`src/rtl/adl_pkg.sv`:
```
package adl_pkg;

    // Mode code is {clr_n, en_n}
    typedef enum logic [1:0] {
        MODE_DEMUX = 2'b00,
        MODE_OFF   = 2'b01,
        MODE_LOAD  = 2'b10,
        MODE_HOLD  = 2'b11
    } adl_mode_t;

endpackage

```
`src/rtl/adl_mode_dec.sv`:
```
module adl_mode_dec
    import adl_pkg::*;
(
    input  logic      clr_n,
    input  logic      en_n,
    output adl_mode_t mode
);
    always_comb begin
        unique case ({clr_n, en_n})
            2'b00:   mode = MODE_DEMUX;
            2'b01:   mode = MODE_OFF;
            2'b10:   mode = MODE_LOAD;
            default: mode = MODE_HOLD;
        endcase
    end
endmodule

```
`src/rtl/adl_sel_dec.sv`:
```
module adl_sel_dec #(
    parameter int N_OUT = 8,
    localparam int SEL_W = $clog2(N_OUT)
) (
    input  logic [SEL_W-1:0] sel,
    output logic [N_OUT-1:0] onehot
);
    for (genvar g = 0; g < N_OUT; g++) begin : g_line
        assign onehot[g] = (sel == SEL_W'(g));
    end
endmodule

```
`src/rtl/adl_store.sv`:
```
module adl_store
    import adl_pkg::*;
#(
    parameter int N_OUT = 8
) (
    input  logic             clk,
    input  logic             rst_n,
    input  adl_mode_t        mode,
    input  logic [N_OUT-1:0] onehot,
    input  logic             din,
    output logic [N_OUT-1:0] drive
);
    typedef struct packed {
        logic [N_OUT-1:0] drive;
    } state_t;

    state_t st_d, st_q;

    always_comb begin
        st_d = st_q;
        unique case (mode)
            MODE_LOAD:  st_d.drive = (st_q.drive & ~onehot) | (onehot & {N_OUT{din}});
            MODE_HOLD:  st_d.drive = st_q.drive;
            MODE_DEMUX: st_d.drive = onehot & {N_OUT{din}};
            default:    st_d.drive = '0;
        endcase
    end

    always_ff @(posedge clk or negedge rst_n) begin
        if (!rst_n) st_q <= '0;
        else        st_q <= st_d;
    end

    assign drive = st_q.drive;

    assert_others_kept_R3: assert property (@(posedge clk) disable iff (!rst_n)
        (mode == MODE_LOAD) |=> (((drive ^ $past(drive)) & ~$past(onehot)) == '0));

    assert_hold_stable_R4: assert property (@(posedge clk) disable iff (!rst_n)
        (mode == MODE_HOLD) |=> $stable(drive));

    assert_all_off_R5: assert property (@(posedge clk) disable iff (!rst_n)
        (mode == MODE_OFF) |=> (drive == '0));

    assert_demux_single_R6: assert property (@(posedge clk) disable iff (!rst_n)
        (mode == MODE_DEMUX) |=> ($countones(drive) <= 1));
endmodule

```
`src/rtl/adl_latch8.sv`:
```
module adl_latch8
    import adl_pkg::*;
#(
    parameter int N_OUT = 8,
    localparam int SEL_W = $clog2(N_OUT)
) (
    input  logic             clk,
    input  logic             rst_n,
    input  logic [SEL_W-1:0] sel,
    input  logic             din,
    input  logic             clr_n,
    input  logic             en_n,
    output logic [N_OUT-1:0] sink_on,
    output logic [N_OUT-1:0] pad_level
);
    adl_mode_t        mode;
    logic [N_OUT-1:0] onehot;

    adl_mode_dec u_mode (.clr_n(clr_n), .en_n(en_n), .mode(mode));

    adl_sel_dec #(.N_OUT(N_OUT)) u_sel (.sel(sel), .onehot(onehot));

    adl_store #(.N_OUT(N_OUT)) u_store (
        .clk(clk), .rst_n(rst_n), .mode(mode),
        .onehot(onehot), .din(din), .drive(sink_on)
    );

    assign pad_level = ~sink_on;

    assert_load_bit_R2: assert property (@(posedge clk) disable iff (!rst_n)
        (clr_n && !en_n) |=> (sink_on[$past(sel)] == $past(din)));

    assert_demux_bit_R6: assert property (@(posedge clk) disable iff (!rst_n)
        (!clr_n && !en_n) |=> (sink_on[$past(sel)] == $past(din)));

    assert_pad_inverse_R7: assert property (@(posedge clk) disable iff (!rst_n)
        (pad_level ^ sink_on) == '1);
endmodule

```
`config.mk`:
```
export PLATFORM = sky130hd
export DESIGN_NAME = adl_latch8
export DESIGN_NICKNAME = d
export VERILOG_FILES = /design/src/rtl/adl_pkg.sv /design/src/rtl/adl_mode_dec.sv /design/src/rtl/adl_sel_dec.sv /design/src/rtl/adl_store.sv /design/src/rtl/adl_latch8.sv
export SDC_FILE = /design/constraint.sdc
export NUM_CORES = 1
export LEC_CHECK = 0
export CAP_MARGIN = 15
export CORE_AREA = 2 2 39 41
export DETAILED_ROUTE_END_ITERATION = 10
export DIE_AREA = 0 0 41 43
export GPL_TIMING_DRIVEN = 0
export PLACE_DENSITY_LB_ADDON = 0.1
export SYNTH_ARGS = -nofsm -noshare
export SYNTH_HDL_FRONTEND = slang
export SYNTH_SLANG_ARGS = --single-unit
```
`constraint.sdc`:
```
create_clock -name clk -period 1.45 [get_ports clk]
set_input_delay 0.3625 -clock clk [delete_from_list [all_inputs] [get_ports clk]]
set_output_delay 0.3625 -clock clk [all_outputs]
set_load 0.02 [all_outputs]
```
# ---- After elaboration in Yosys (flattened, before gate mapping)
# Cells that the tools add are included.
dict set report classes {
  mux 2
  eq_ne 11
  n_bitwise 5
  reduce_logical 3
}
# op count
set ops {}
lappend ops {{8-bit case mux with 3 select lines} 1}
lappend ops {{8-bit AND} 2}
lappend ops {{8-bit inverter} 2}
lappend ops {{3-bit equality test (second input constant)} 4}
lappend ops {{8-bit OR} 1}
lappend ops {{2-bit equality test (second input constant)} 3}
lappend ops {{3-bit by 2-bit equality test with 1-bit output (second input constant)} 2}
lappend ops {{2-bit case mux with 3 select lines} 1}
lappend ops {{2-bit logical NOT} 2}
lappend ops {{3-bit by 1-bit equality test with 1-bit output (second input constant)} 1}
lappend ops {{3-bit logical NOT} 1}
lappend ops {{2-bit by 1-bit equality test with 1-bit output (second input constant)} 1}
dict set report totals {
  output_inout_bits 16
  register_bits 8
  wordCells 22
}

# ---- Depth between registers and ports, before layout
dict set report depth {
  depth_word 5
  ltp_mapped 3
  mapped_depth_nobuf 2
}

# ---- Modules after synthesis
# Synthesis repeated with hierarchy kept, for this count alone.
dict set report hier_totals {
  cells_unflattened 61
  hier_area_um2 550.5
}
# module cells_each instances area_each_um2 seq_area_each_um2
set by_module_without_submodules {}
lappend by_module_without_submodules {adl_store 43 1 447.9 200.2}
lappend by_module_without_submodules {adl_sel_dec 8 1 65.1 0.0}
lappend by_module_without_submodules {adl_latch8 8 1 30.0 0.0}
lappend by_module_without_submodules {adl_mode_dec 2 1 7.5 0.0}

# ---- Least setup slack after synthesis
# OpenSTA, ideal clock, no wires.
dict set report synth_path {
  kind {input -> register}
  from {input port en_n}
  to {register u_store.st_q (netlist bit u_store.drive[1])}
  stages 2
  arrival_time_ps 902
  setup_time_ps 79
  path_slack_ps 469
  path_buffers 0
  cell_sequence {nor4b_1 > mux2i_1}
}
dict set report synth_via {
  elab_chain_len 4
  word_cells_on_any_way 8
  classes_between {eq/ne: 4; mux: 2; reduce/logical: 2}
}
# item line
set synth_rtl {}
lappend synth_rtl {{from (decl)} adl_latch8.sv:12} ;# input logic en_n,
lappend synth_rtl {{2-bit equality test, or another cell as far along} adl_mode_dec.sv:9} ;# unique case ({clr_n, en_n})
lappend synth_rtl {{2-bit case mux with 3 select lines (*)} adl_mode_dec.sv:9}
lappend synth_rtl {{2-bit equality test / 2-bit logical NOT (equally long branches)} adl_store.sv:21} ;# unique case (mode)
lappend synth_rtl {{8-bit case mux with 3 select lines} adl_store.sv:21}
lappend synth_rtl {{to (signal assigned)} adl_store.sv:31} ;# else st_q <= st_d;
lappend synth_rtl {{to (decl)} adl_store.sv:17} ;# state_t st_d, st_q;
# Mark *: on every way between the ends. The rest lies on a longest branch, timed or not.
# A chain may end at the register's enable or synchronous reset.

# ---- Worst setup path in the final report
dict set report layout_path {
  from {register u_store.st_q (netlist bit u_store.drive[7])}
  to {output port pad_level[7]}
}
dict set report layout_via {
  elab_chain_len 1
}
# item line
set layout_rtl {}
lappend layout_rtl {{8-bit inverter} adl_latch8.sv:28} ;# assign pad_level = ~sink_on;
lappend layout_rtl {{to (decl)} adl_latch8.sv:14} ;# output logic [N_OUT-1:0] pad_level
# Every way passes these cells.

==> summary.md <==
| Metric | Value |
|---|---|
| Hold WC Path Type | `input port to async pin` |
| Die X | `slightly above 40 um` |
| Crit-path max cell delay | `roughly 390 ps` |
| Crit path max fanout | `3` |
| Startpoint types | `register` |
| Actual transition at the worst max-transition pin | `364 ps` |
| VDD IR-drop max | `0.467 mV` |
| Io pins | `24` |
| Ys Warns | `0` |
| Clk pin slew, worst setup/hold paths | `50 ps` |
| CP Capture Type | `output port` |
| First-pass GRT wire length | `1370 um` |
| H-tree Lvls | `1` |
| WP data arrival | `1020 ps` |
| Min Hold Slack | `393 ps` |
| GRT Overall Usage | `about an eighth` |
| Worst-Skew Late Latency | `roughly 250 ps` |
| Layout Skew | `0 ps` |
| Cell Count, Final, Fillers Out | `83` |
| Hold buffers post-CTS | `0` |
| CTS root buffer | `clkbuf_4` |
| Pleak | `around 0.30 nW` |
| # DRC | `0` |
| Max reg flops | `8` |
| Crit-path cells | `inv_1 > dlygate4sd2_1` |
| Final Max Tran Viols | `0` |
| Clk sinks | `8` |
| Placed cells | `80` |
| Tot Pwr | `0.496 mW` |
| Vias per inst | `4.47` |
| Yosys top cell by area | `dfrtp_1` |
| MaxCap Viol Count | `0` |
| Req. time, crit path | `1090 ps` |
| Buf/Inv on CP | `2` |
| Max Freq | `0.724 GHz` |
| Crit path kind | `register to output port` |
| Setup-failing EPs final | `0` |
| DRT Wirelength | `858 um` |
| Outcome | `complete, no violations` |
| Mean Syn Cell Area | `~10 sq um` |
| Initial antenna violation count | `0` |
| CTS tree | `yes` |
| Post-route ant nets | `0` |
| Seq/Total Area, Yosys | `46.9%` |
| # diodes | `0` |
| Netlist Area Pre-Place | `~430 sq um` |
| Post-cts resize count | `16` |
| Pin count of the biggest net entering global routing | `9` |
| Die Y | `43 um` |
| Row count | `14` |
| Area Overhead vs Synth | `56.9%` |
| DR WL/cell | `10.3 um` |
| RSZ-0062 raised after global routing | `false` |
| Starting Density | `30.8%` |
| Layout fillers | `between 100 and 150` |
| Syn nets | `50` |
| Critical path's top delay family | `flip-flops` |
| Area occupied by registers | `200 sq um` |
| Final HPWL DP | `653 um` |
| PortBufs | `22` |
| Post-CTS Repair Setup Buffers | `0` |
| Crit path time final | `1380 ps` |
| GP Congestion | `approximately 0.60` |
| #FFs+latches synth | `8` |
| Critical path's slowest cell | `dfrtp_1` |
| Final core utilization | `48.4%` |
| Dpl ws | `-178 ps` |
| Multi-input logic area | `189 sq um` |
| Ranking of synthesized cells by area | `dfrtp_1, mux2i_1, and4bb_1` |
| Proportion of layout cells with a drive suffix above 1 | `4.48%` |
| Final nets | `77` |
| Final worst setup slack | `69.4 ps` |
| Relative slew slack | `between 70 and 80%` |
| Syn Inst Count | `42` |
| Tcrit/Tclk final | `about 95%` |
| Full die area | `0.00176 sq mm` |
| Vias | `371` |
| Total congestion overflow | `0` |
| Share of the synthesized area in the top cell type | `a little under half` |
| Num CTS Buffers | `3` |
| Power per standard cell area | `about 740 mW/mm^2` |
| Vias in the first global route | `327` |
| Drt first pass iters | `4` |
| Clock Path Buffers | `2` |
| DRT iter0 DRCs | `4` |
| Final Hold Viols | `0` |
| Core area | `0.00138 sq mm` |
| Yosys cell types | `9` |
cell usage after synthesis (all sizes together):
library cell / instances
clkbuf: 1
inv: 9
nand2: 8
nand4b: 1
and4bb: 3
dfrtp: 8
nor4b: 3
nor4: 1
mux2i: 8
power breakdown:
part	internal, mW	switching (mW)
Sequential	0.232	0.00543
Combinational	0.0430	0.0530
Clock	0.0942	0.0687
Total	0.369	0.127
per-layer routing:
metal	GRT usage, %	share of wire, %	up-vias
met2	17.5	46	18
li1	-	-	191
met3	7.85	9.9	2
met4	4.00	0.70	0
met1	13.6	43	160
met5	0	0	-
cell usage in the layout (no fill, tap or decap), drive strengths merged:
| cell | instances |
|---|---|
| nand2 | 8 |
| nor4 | 1 |
| dlygate4sd2 | 16 |
| clkdlybuf4s50 | 6 |
| mux2i | 8 |
| nand4b | 1 |
| dfrtp | 8 |
| nor4b | 3 |
| and4bb | 3 |
| clkbuf | 4 |
| inv | 9 |
final timing paths:
kind / end / depth (start not counted) / start / slack, ps
max in group asynchronous: u_store.drive[2] / 1 / rst_n / 790
worst min register to register: u_store.drive[6] / 2 / u_store.drive[6] / 550
worst min-delay path: u_store.drive[3] / 1 / rst_n / 390
min in group clk: u_store.drive[7] / 3 / clr_n / 480
worst max-delay path: pad_level[7] / 2 / u_store.drive[7] / 70
worst max register to register: u_store.drive[4] / 2 / u_store.drive[4] / 800
cells by family (layout without fill, tap and decap cells):
family / Yosys count / after routing / synth area share [%]
and+or+nand+nor: 16 / 16 / 25.5
muxes: 8 / 8 / 18.8
DFF: 8 / 8 / 46.9
buffers and inverters: 10 / 35 / 8.80
cell type report:
cell class / instances / share of cell area [%]
tap: 16 / 2.99
timing repair buffer: 22 / 29.9
sequential: 8 / 29.9
multi-input combinational: 24 / 28.2
clock buffer: 3 / 3.36
inverter: 9 / 5.05
buffer: 1 / 0.561
through the flow:
stage                     cell area [sq um]  setup TNS, ps
final                                   669              0
after global routing                    669              0
after CTS                               669              0
after detailed placement                667           -676
after global placement                  667           -654
after floorplan                         427              0
(Power assumes the default switching activity.)
